--- config.mk ---
export PLATFORM = sky130hd
export DESIGN_NAME = ls_ea_unit
export DESIGN_NICKNAME = d
export VERILOG_FILES = /design/src/rtl/ls_ea_pkg.sv /design/src/rtl/ls_ea_offset.sv /design/src/rtl/ls_ea_update_ctl.sv /design/src/rtl/ls_ea_unit.sv
export SDC_FILE = /design/constraint.sdc
export NUM_CORES = 1
export LEC_CHECK = 0
export ABC_CLOCK_PERIOD_IN_PS = 960
export BUFFER_PORTS_ARGS = -buffer_cell sky130_fd_sc_hd__buf_2
export CAP_MARGIN = 20
export CORE_MARGIN = 2
export CORE_UTILIZATION = 45
export DETAILED_ROUTE_END_ITERATION = 16
export PLACE_DENSITY = 0.73
export SLEW_MARGIN = 10
export SYNTH_ARGS = -nofsm -noshare
export SYNTH_HDL_FRONTEND = slang
export SYNTH_SLANG_ARGS = --single-unit
--- constraint.sdc ---
create_clock -name clk_i -period 0.96 [get_ports clk_i]
set_input_delay 0.096 -clock clk_i [delete_from_list [all_inputs] [get_ports clk_i]]
set_output_delay 0.096 -clock clk_i [all_outputs]
set_load 0.005 [all_outputs]
--- src/rtl/ls_ea_pkg.sv ---
package ls_ea_pkg;
  typedef enum logic [1:0] {
    FORM_DISP  = 2'd0,
    FORM_WDISP = 2'd1,
    FORM_QDISP = 2'd2,
    FORM_INDEX = 2'd3
  } ea_form_e;
endpackage

--- src/rtl/ls_ea_offset.sv ---
module ls_ea_offset
  import ls_ea_pkg::*;
#(
  parameter int XLEN  = 64,
  parameter int IMM_W = 16,
  parameter int WS_W  = 14,
  parameter int QS_W  = 12
) (
  input  ea_form_e          form_i,
  input  logic [IMM_W-1:0]  imm_i,
  input  logic [XLEN-1:0]   idx_val_i,
  output logic [XLEN-1:0]   offset_o
);
  localparam int WS_SH = 2;
  localparam int QS_SH = 4;

  logic [XLEN-1:0] disp_ext, ws_ext, qs_ext;

  assign disp_ext = {{(XLEN-IMM_W){imm_i[IMM_W-1]}}, imm_i};
  assign ws_ext   = {{(XLEN-WS_W-WS_SH){imm_i[WS_W-1]}}, imm_i[WS_W-1:0], {WS_SH{1'b0}}};
  assign qs_ext   = {{(XLEN-QS_W-QS_SH){imm_i[QS_W-1]}}, imm_i[QS_W-1:0], {QS_SH{1'b0}}};

  always_comb begin
    unique case (form_i)
      FORM_DISP:  offset_o = disp_ext;
      FORM_WDISP: offset_o = ws_ext;
      FORM_QDISP: offset_o = qs_ext;
      default:    offset_o = idx_val_i;
    endcase
  end
endmodule

--- src/rtl/ls_ea_update_ctl.sv ---
module ls_ea_update_ctl #(
  parameter int REG_W = 5
) (
  input  logic             update_i,
  input  logic             is_store_i,
  input  logic [REG_W-1:0] ra_i,
  input  logic [REG_W-1:0] rt_i,
  output logic             base_zero_o,
  output logic             invalid_o,
  output logic             wb_en_o
);
  logic ra_is_zero, ra_eq_rt;

  assign ra_is_zero  = (ra_i == '0);
  assign ra_eq_rt    = (ra_i == rt_i);
  // update forms always read the real register
  assign base_zero_o = !update_i && ra_is_zero;
  assign invalid_o   = update_i && (ra_is_zero || (!is_store_i && ra_eq_rt));
  assign wb_en_o     = update_i && !invalid_o;

  always_comb begin
    if (update_i && ra_is_zero) a_r8_r9_zero_base_invalid: assert (invalid_o && !wb_en_o);
    if (!update_i) a_r10_no_update_quiet: assert (!wb_en_o && !invalid_o);
  end
endmodule

--- src/rtl/ls_ea_unit.sv ---
module ls_ea_unit
  import ls_ea_pkg::*;
#(
  parameter int XLEN  = 64,
  parameter int REG_W = 5,
  parameter int IMM_W = 16,
  parameter int WS_W  = 14,
  parameter int QS_W  = 12
) (
  input  logic             clk_i,
  input  logic             rst_ni,
  input  logic             valid_i,
  input  logic [1:0]       form_i,
  input  logic             update_i,
  input  logic             is_store_i,
  input  logic [REG_W-1:0] ra_i,
  input  logic [REG_W-1:0] rt_i,
  input  logic [XLEN-1:0]  ra_val_i,
  input  logic [XLEN-1:0]  rb_val_i,
  input  logic [IMM_W-1:0] imm_i,
  output logic             valid_o,
  output logic [XLEN-1:0]  ea_o,
  output logic             wb_en_o,
  output logic [REG_W-1:0] wb_idx_o,
  output logic [XLEN-1:0]  wb_data_o,
  output logic             invalid_o
);
  logic [XLEN-1:0] offset, base, ea_d;
  logic            base_zero, inv_d, wb_d;

  ls_ea_offset #(.XLEN(XLEN), .IMM_W(IMM_W), .WS_W(WS_W), .QS_W(QS_W)) u_offset (
    .form_i    (ea_form_e'(form_i)),
    .imm_i     (imm_i),
    .idx_val_i (rb_val_i),
    .offset_o  (offset)
  );

  ls_ea_update_ctl #(.REG_W(REG_W)) u_upd (
    .update_i    (update_i),
    .is_store_i  (is_store_i),
    .ra_i        (ra_i),
    .rt_i        (rt_i),
    .base_zero_o (base_zero),
    .invalid_o   (inv_d),
    .wb_en_o     (wb_d)
  );

  assign base = base_zero ? '0 : ra_val_i;
  assign ea_d = base + offset;  // modulo 2^XLEN

  always_ff @(posedge clk_i or negedge rst_ni) begin
    if (!rst_ni) begin
      valid_o   <= 1'b0;
      ea_o      <= '0;
      wb_en_o   <= 1'b0;
      wb_idx_o  <= '0;
      wb_data_o <= '0;
      invalid_o <= 1'b0;
    end else begin
      valid_o   <= valid_i;
      wb_en_o   <= valid_i && wb_d;
      invalid_o <= valid_i && inv_d;
      if (valid_i) begin
        ea_o      <= ea_d;
        wb_idx_o  <= ra_i;
        wb_data_o <= ea_d;
      end
    end
  end

  a_r10_wb_excludes_invalid: assert property (@(posedge clk_i) disable iff (!rst_ni)
    !(wb_en_o && invalid_o));
  a_r12_wb_needs_valid: assert property (@(posedge clk_i) disable iff (!rst_ni)
    (wb_en_o || invalid_o) |-> valid_o);
  a_r10_wb_data_is_ea: assert property (@(posedge clk_i) disable iff (!rst_ni)
    wb_en_o |-> (wb_data_o == ea_o));
  a_r12_latency: assert property (@(posedge clk_i) disable iff (!rst_ni)
    valid_i |=> valid_o);
  a_r12_ea_hold: assert property (@(posedge clk_i) disable iff (!rst_ni)
    !valid_i |=> $stable(ea_o));
  a_r8_load_self_update: assert property (@(posedge clk_i) disable iff (!rst_ni)
    (valid_i && update_i && !is_store_i && ra_i == rt_i) |=> (invalid_o && !wb_en_o));
endmodule

### Word-level counts from Yosys, hierarchy flattened

Index checks and enable logic that the tools add are counted.

| operators by class | value |
|---|---|
| eq/ne operators | 3 |
| mux-type cells | 2 |
| add/subtract/negate cells | 1 |
| reduce and logical (&&, ||, !) cells | 12 |

Operators by type and width:

| operator | number |
|---|---|
| $pmux W64 S3 | 1 |
| $add A64 B64 Y64 | 1 |
| $mux W64 | 1 |
| $logic_and A1 B1 Y1 | 6 |
| $eq A5 B5 Y1 | 1 |
| $logic_not A5 Y1 | 1 |
| $logic_not A1 Y1 | 3 |
| $eq A2 B1 Y1 const B | 1 |
| $eq A2 B2 Y1 const B | 1 |
| $logic_not A2 Y1 | 1 |
| $logic_or A1 B1 Y1 | 1 |

| word-level totals | value |
|---|---|
| logic and storage cells | 23 |
| bits in registers | 72 |
| output and inout port bits | 136 |
| input port bits | 161 |

### Longest topological paths before layout

Gate-level depths: netlist of run 1.

| depth | value |
|---|---|
| depth after elaboration | 7 |
| mapped depth | 17 |
| mapped depth without buffers | 14 |

### Hierarchy

From an unflattened synthesis of run 1, not the netlist that was laid out.

| second synthesis, totals | value |
|---|---|
| cell total of the unflattened synthesis | 1016 |
| area, all modules | 9313.9 µm² |

By module, submodules not included:

| module | times used | cells each | area an instance (µm²) |
|---|---|---|---|
| ls_ea_unit | 1 | 899 | 7608.5 |
| ls_ea_offset | 1 | 103 | 1602.8 |
| ls_ea_update_ctl | 1 | 14 | 102.6 |

### Least setup slack after synthesis of run 1

OpenSTA, ideal clock, no wires.

| path | value |
|---|---|
| path kind | in2reg |
| start point | input ra_i[0] |
| end point | register wb_data_o[40] |
| setup time | 0.125 ns |
| setup slack | -2.797 ns |
| stages | 15 |
| arrival time | 3.632 ns |
| cells stage by stage | or4_1 nor3_2 clkbuf_1 nor2b_1 ha_1 buf_2 a211o_1 a31oi_1 or3_4 a21o_1 a21o_1 o41a_1 o21ai_2 xor2_1 mux2_2 |

| on the way | value |
|---|---|
| cells in the longest elaborated chain, start to end | 4 |

RTL lines:

| element | line | source |
|---|---|---|
| from (decl) | ls_ea_unit.sv:16 | `input logic [REG_W-1:0] ra_i,` |
| $logic_not A5 Y1 | ls_ea_update_ctl.sv:14 | `assign ra_is_zero = (ra_i == '0);` |
| $logic_and A1 B1 Y1 | ls_ea_update_ctl.sv:17 | `assign base_zero_o = !update_i && ra_is_zero;` |
| $mux W64 | ls_ea_unit.sv:48 | `assign base = base_zero ? '0 : ra_val_i;` |
| $add A64 B64 Y64 | ls_ea_unit.sv:49 | `assign ea_d = base + offset;` |
| to (signal assigned) | ls_ea_unit.sv:57 | `wb_data_o <= '0;` |
| to (signal assigned) | ls_ea_unit.sv:66 | `wb_data_o <= ea_d;` |
| to (decl) | ls_ea_unit.sv:25 | `output logic [XLEN-1:0] wb_data_o,` |

No other way between the ends.
A chain may end at the register's enable or synchronous reset.

### Worst setup path after layout of run 1

Same ends and word-level chain as after synthesis.

==> results.md, run 1 <==
* Combinational power share at 62.4%
* Worst hold slack at 21.6 ps
* Overflow after GRT at 0
* Sw power at 9.16 mW
* Power Density at 1610 mW/mm^2
* Vias at 10600
* Min cycle time layout at 3650 ps
* Die Y at 140 um
* Pwr Total at 23.3 mW
* IO Count at 297
* Final number of setup-violating endpoints at 189
* First-pass DRT Iterations at 6
* Syn_nets at 1231
* Clk_lat worst skew at 360 ps
* Top_reg_cell synth: dfrtp_1
* Top post-synthesis cells by area: dfrtp_1 22%, ha_1 9.5%, mux2_2 6.8%
* Vias in the first global route at 10100
* Commonest cells in the netlist: 87 x a21oi_1, 72 x dfrtp_1, 69 x nor2b_1
* First-pass GRT wire length at 50.9 mm
* Die X at 140 um
* Max_cap viols at 0
* GP Congestion at 0.939
* H-tree levels at 3
* Synthesized flop and latch total at 72
* WS Path Type: in -> reg
* Yosys cell types at 65
* CTS Buf Count at 9
* Reg-to-reg critical path startpoint: wb_data_o[59]
* Status: finished with violations
* Area of the core at 0.0180 mm^2
* Drt total wl at 37.6 mm
* Fill count at 1068
* Power share of the clock group at 16.7%
* Final Hold Viols at 0
* Reg area at 0.00180 mm^2
* Maximum vdd drop at 1120 uV
* P&R area growth vs syn at 73.8%
* Pre-CTS setup slack at -2980 ps
* Worst-Margin Slew at 512 ps
* Sequential area share after synthesis at 21.7%
* Crit path arrival time at 3890 ps
* Power Internal at 14.1 mW
* Static Leak at 6.87 nW
* DRC viols at 0
* Setup TNS Final at -144380 ps
* Top-area cell type share of the netlist area at 21.7%
* Synth area leader: dfrtp_1
* Cell Area, Synth at 0.00831 mm^2
* Worst min path class: in -> reg
* Avg Cell Area, Syn at 8.26 um^2
* Hold Path Cell Cnt at 3
* Clock Path Buffers at 2
* Layout cells sized above 1 at 60.5%
* Worst Skew at 0 ps
* Reg2reg end: wb_data_o[59]
* Syn Inst Count at 1006
* Hold_sp: update_i
* Slew Viols, Final at 0
* Cell with the most instances after synthesis: a21oi_1
* Post-DP HPWL at 22.9 mm
* Root Buffer: clkbuf_16
* Endpoint class of the critical path: flop
* Hold EP: invalid_o
* Switching Share at 39.4%
* Worst slew margin at 65.5%
* # nets final at 1786
* IO buf count at 296
* Ys Warns at 0
* Max Freq at 274 MHz
* CP Launch Type: input port
* CP required at 1200 ps
* Row Count at 49
* R2r setup slk at -50 ps
* Largest net degree at the start of global routing at 47
* Via/cell ratio at 5.91
* CTS tree: done
* Initial Utilization at 46.1%
* Multi-input gate area at 0.00718 mm^2
* DRT iter0 DRCs at 974
* CTS clock-pin slew for the worst setup and hold paths at 70 ps
* WL per Instance at 20.9 um
* Final WS setup at -2690 ps
* Failing checks: negative setup slack
* R2R depth at 2
* EDFF count, synth at 0
* Die ar. at 0.0196 mm^2
* Tcrit/Tclk final at 380%
* Synth async-reset ratio at 100%
* Unrepaired setup endpoints after global routing: true
* Initial antenna violation count at 4
* Crit path max fanout at 6
* Routed Antenna Nets at 0
* Sequential Power Share at 20.9%
* Tot GR Track Use at 32.0%
* Clk sink count at 72
[metal layers]
layer,wire length [um],up-vias,global-route usage (%)
met5,0,-,0
met4,2310,0,13.2
met3,3050,220,5.30
met2,18100,685,56.5
met1,14100,5010,38.8
li1,-,4711,-
[stage by stage]
step,cell area [um^2],instances,util [%]
after floorplan,8530,1006,-
after global placement,11700,1686,65.1
after detailed placement,11700,1686,65.1
after CTS,13100,1739,72.8
after global routing,14400,1798,80.1
final,14400,1799,80.1
[layout by cell type, fill, tap and decap left out, drive strengths merged, types with 17 or more instances in the layout]
cell,instances
buf,665
a21oi,88
dfrtp,72
nor2b,69
ha,63
nand2,62
o21a,56
o21ai,52
mux2,50
nor2,48
xnor2,38
a21o,36
nand3,29
inv,26
nand4,23
xor2,18
nor3,17
[cells by family after synthesis]
| group | Yosys count | synth area share [%] |
|---|---|---|
| buffers and inverters | 147 | 9.63 |
| XOR/XNOR | 56 | 5.90 |
| AO/OA/AOI/OAI | 316 | 25.1 |
| AND/OR/NAND/NOR | 286 | 17.7 |
| adder cells (fa/ha/maj) | 64 | 9.72 |
| flip-flops | 72 | 21.7 |
| multiplexers | 65 | 10.2 |
[registers in the layout, indices dropped and copies added, names as in the netlist]
signal and flops:
wb_data_o 64, valid_o 1, wb_en_o 1, invalid_o 1, wb_idx_o 5
[worst max path at each step]
stage / from / to / cells after the start / slack, ps
detailed placement: ra_i[0] / wb_data_o[59] / 17 / -2980
finish: ra_i[0] / wb_data_o[40] / 17 / -2690
global placement: ra_i[0] / wb_data_o[56] / 17 / -2860
floorplan: ra_i[0] / wb_data_o[40] / 15 / -2570
CTS: ra_i[0] / wb_data_o[59] / 17 / -2410
global route: ra_i[0] / wb_data_o[40] / 17 / -2790
[timing repair]
action                                  in CTS  in global routing
setup buffers                               33                 64
pin swaps                                   63                 93
hold buffers                                 1                  0
endpoints found under the setup margin     193                197
gates resized for setup                    147                190
endpoints found under the hold margin       72                  0
gates cloned                                 3                  1
[area by class of cell]
type                    instances  share of cell area (%)
diodes                          4                  0.0693
clock buffers                  10                    1.59
clock inverters                 6                   0.624
inverters                      24                   0.624
multi-input cells             787                    49.7
flip-flops and latches         72                    12.5
well taps                     229                    1.98
repair buffers                667                    32.9
[power by group through the flow]
| stage | clock network [mW] | logic, mW | registers (mW) |
|---|---|---|---|
| 3_5_place_dp | 0 | 10.6 | 4.81 |
| 2_1_floorplan | 0 | 6.37 | 4.77 |
| 5_1_grt | 4.01 | 15.3 | 4.96 |
| 4_1_cts | 3.86 | 11.8 | 4.79 |
| 6_report | 3.88 | 14.5 | 4.86 |
| 3_3_place_gp | 0 | 10.4 | 4.77 |
[critical path: stages]
cell	delay, ps
buf_6	90
or4_4	550
nor3_4	180
buf_12	150
buf_8	110
nor2b_1	60
ha_1	410
nand3_1	110
a21boi_0	430
a2111oi_4	120
and2_4	180
buf_4	120
a21o_1	170
o41a_1	420
o21ai_2	280
xor2_1	120
mux2_4	280
Power figures use the tool's default switching activity.
==> run 2: changes to the inputs <==
Settings changed: SKIP_LAST_GASP from default to 1.
==> results.md, run 2 (synthesis gave the netlist of run 1 again) <==
* Initial Utilization at 46.1%
* GP Congestion at 0.939
* WS Path Type: in -> reg
* Min cycle time layout at 3720 ps
* Die Y at 140 um
* Drt total wl at 38.7 mm
* Static Leak at 6.95 nW
* Clk sink count at 72
* Peak per-stage delay on the critical path at 540 ps
* Status: finished with violations
* Area of the core at 0.0180 mm^2
* Most common cell after layout, fill and taps aside: buf_4
* Initial antenna violation count at 4
* # nets final at 1790
* Overflow after GRT at 0
* Vias at 10700
* Max_cap viols at 0
* Vias in the first global route at 10100
* Top reg by flops: wb_data_o
* H-tree levels at 3
* CP Cell Sequence: buf_6, or4_4, nor3_4, buf_12, buf_12, nor2b_2, ha_1, buf_6, nand4_1, nor2_4, nand3_2, a31o_4, a21o_1, o41a_1, o21ai_2, xor2_1, mux2_4
* CP Launch Type: input port
* Placed insts at 1686
* Row Count at 49
* Clock Path Buffers at 2
* Final number of setup-violating endpoints at 190
* WL per Instance at 21.5 um
* Worst Skew at 0 ps
* First-pass GRT wire length at 50.6 mm
* CP required at 1210 ps
* Unrepaired setup endpoints after global routing: true
* Max Freq at 269 MHz
* Slowest-stage cell, CP: or4_4
* Endpoint class of the critical path: flop
* Tcrit/Tclk final at 388%
* Fill count at 1003
* Via/cell ratio at 5.93
* CTS tree: done
* Multi-input gate area at 0.00732 mm^2
* Power Density at 1610 mW/mm^2
* Worst hold slack at 14.9 ps
* Crit path arrival time at 3970 ps
* IO buf count at 296
* Clk_lat worst skew at 360 ps
* Worst min path class: in -> reg
* Most frequent cells in the layout: 299 x buf_4, 286 x buf_2, 71 x dfrtp_1
* Reg area at 0.00180 mm^2
* Post-DP HPWL at 22.9 mm
* Pre-CTS setup slack at -2980 ps
* Final cell count without fillers at 1803
* Final Hold Viols at 0
* Worst slew margin at 63.6%
* Pwr Total at 23.6 mW
* Layout cells sized above 1 at 61.5%
* CTS Buf Count at 9
* Maximum vdd drop at 1080 uV
* Root Buffer: clkbuf_16
* Largest net degree at the start of global routing at 47
* Setup TNS Final at -146590 ps
* DRC viols at 0
* CTS clock-pin slew for the worst setup and hold paths at 70 ps
* Crit path max fanout at 8
* Die ar. at 0.0196 mm^2
* Final WS setup at -2760 ps
* DRT iter0 DRCs at 1082
* IO Count at 297
* P&R area growth vs syn at 75.9%
* Largest regs: wb_data_o: 64 flops, wb_idx_o: 5 flops
* Tot GR Track Use at 31.9%
* Largest register FFs at 64
* Failing checks: negative setup slack
* Worst-Margin Slew at 541 ps
* Routed Antenna Nets at 0
* Slew Viols, Final at 0
* First-pass DRT Iterations at 9
* Die X at 140 um
## run 2: metrics by stage
stage                     cell area, um^2  util (%)
final                               14600      81.1
after global routing                14600      81.1
after CTS                           13100      72.5
after detailed placement            11700      65.1
after global placement              11700      65.1
after floorplan                      8530         -
## run 2: cell type report
type	instances	area share [%]
multi-input cells	787	50.1
repair buffers	671	32.8
flip-flops and latches	72	12.3
well taps	229	1.96
clock buffers	10	1.57
clock inverters	6	0.616
inverters	24	0.616
diodes	4	0.0685
## run 2: report_power, final
part           total (mW)  internal, mW  switching, mW
Combinational        14.8          7.97           6.83
Clock                3.90          2.30           1.60
Sequential           4.85          3.99          0.861
Total                23.6          14.3           9.29
## run 2: worst paths after layout
check,from,endpoint,slack [ps],cells past startpoint
max,ra_i[0],wb_data_o[40],-2760,17
min,update_i,invalid_o,10,3
max reg2reg,wb_data_o[44],wb_data_o[44],-80,3
min reg2reg,wb_idx_o[4],wb_idx_o[4],510,1
max in group asynchronous,rst_ni,wb_data_o[19],380,3
min in group asynchronous,rst_ni,wb_data_o[46],260,3
## run 2: layer usage
layer / part of all wire (%) / GRT usage, % / vias to the layer above
met4: 6.3 / 14.1 / 0
met3: 7.5 / 5.47 / 228
met1: 38 / 38.3 / 5082
li1: - / - / 4695
met2: 48 / 56.2 / 687
met5: 0 / 0 / -
## run 2: what timing repair did
action | in CTS | in global routing
gates cloned | 3 | 0
gates resized for setup | 138 | 234
hold buffers | 1 | 0
endpoints found under the setup margin | 193 | 197
pin swaps | 62 | 133
setup buffers | 33 | 72
endpoints found under the hold margin | 72 | 0
## run 2: worst max-delay path: cells and delay by family
kind                       cells  cell delay (ps)
buffers and inverters          4              520
adders and majority gates      1              370
AOI/OAI and AO/OA              4             1150
and+or+nand+nor                6             1420
muxes                          1              280
xor gates and xnor gates       1              110
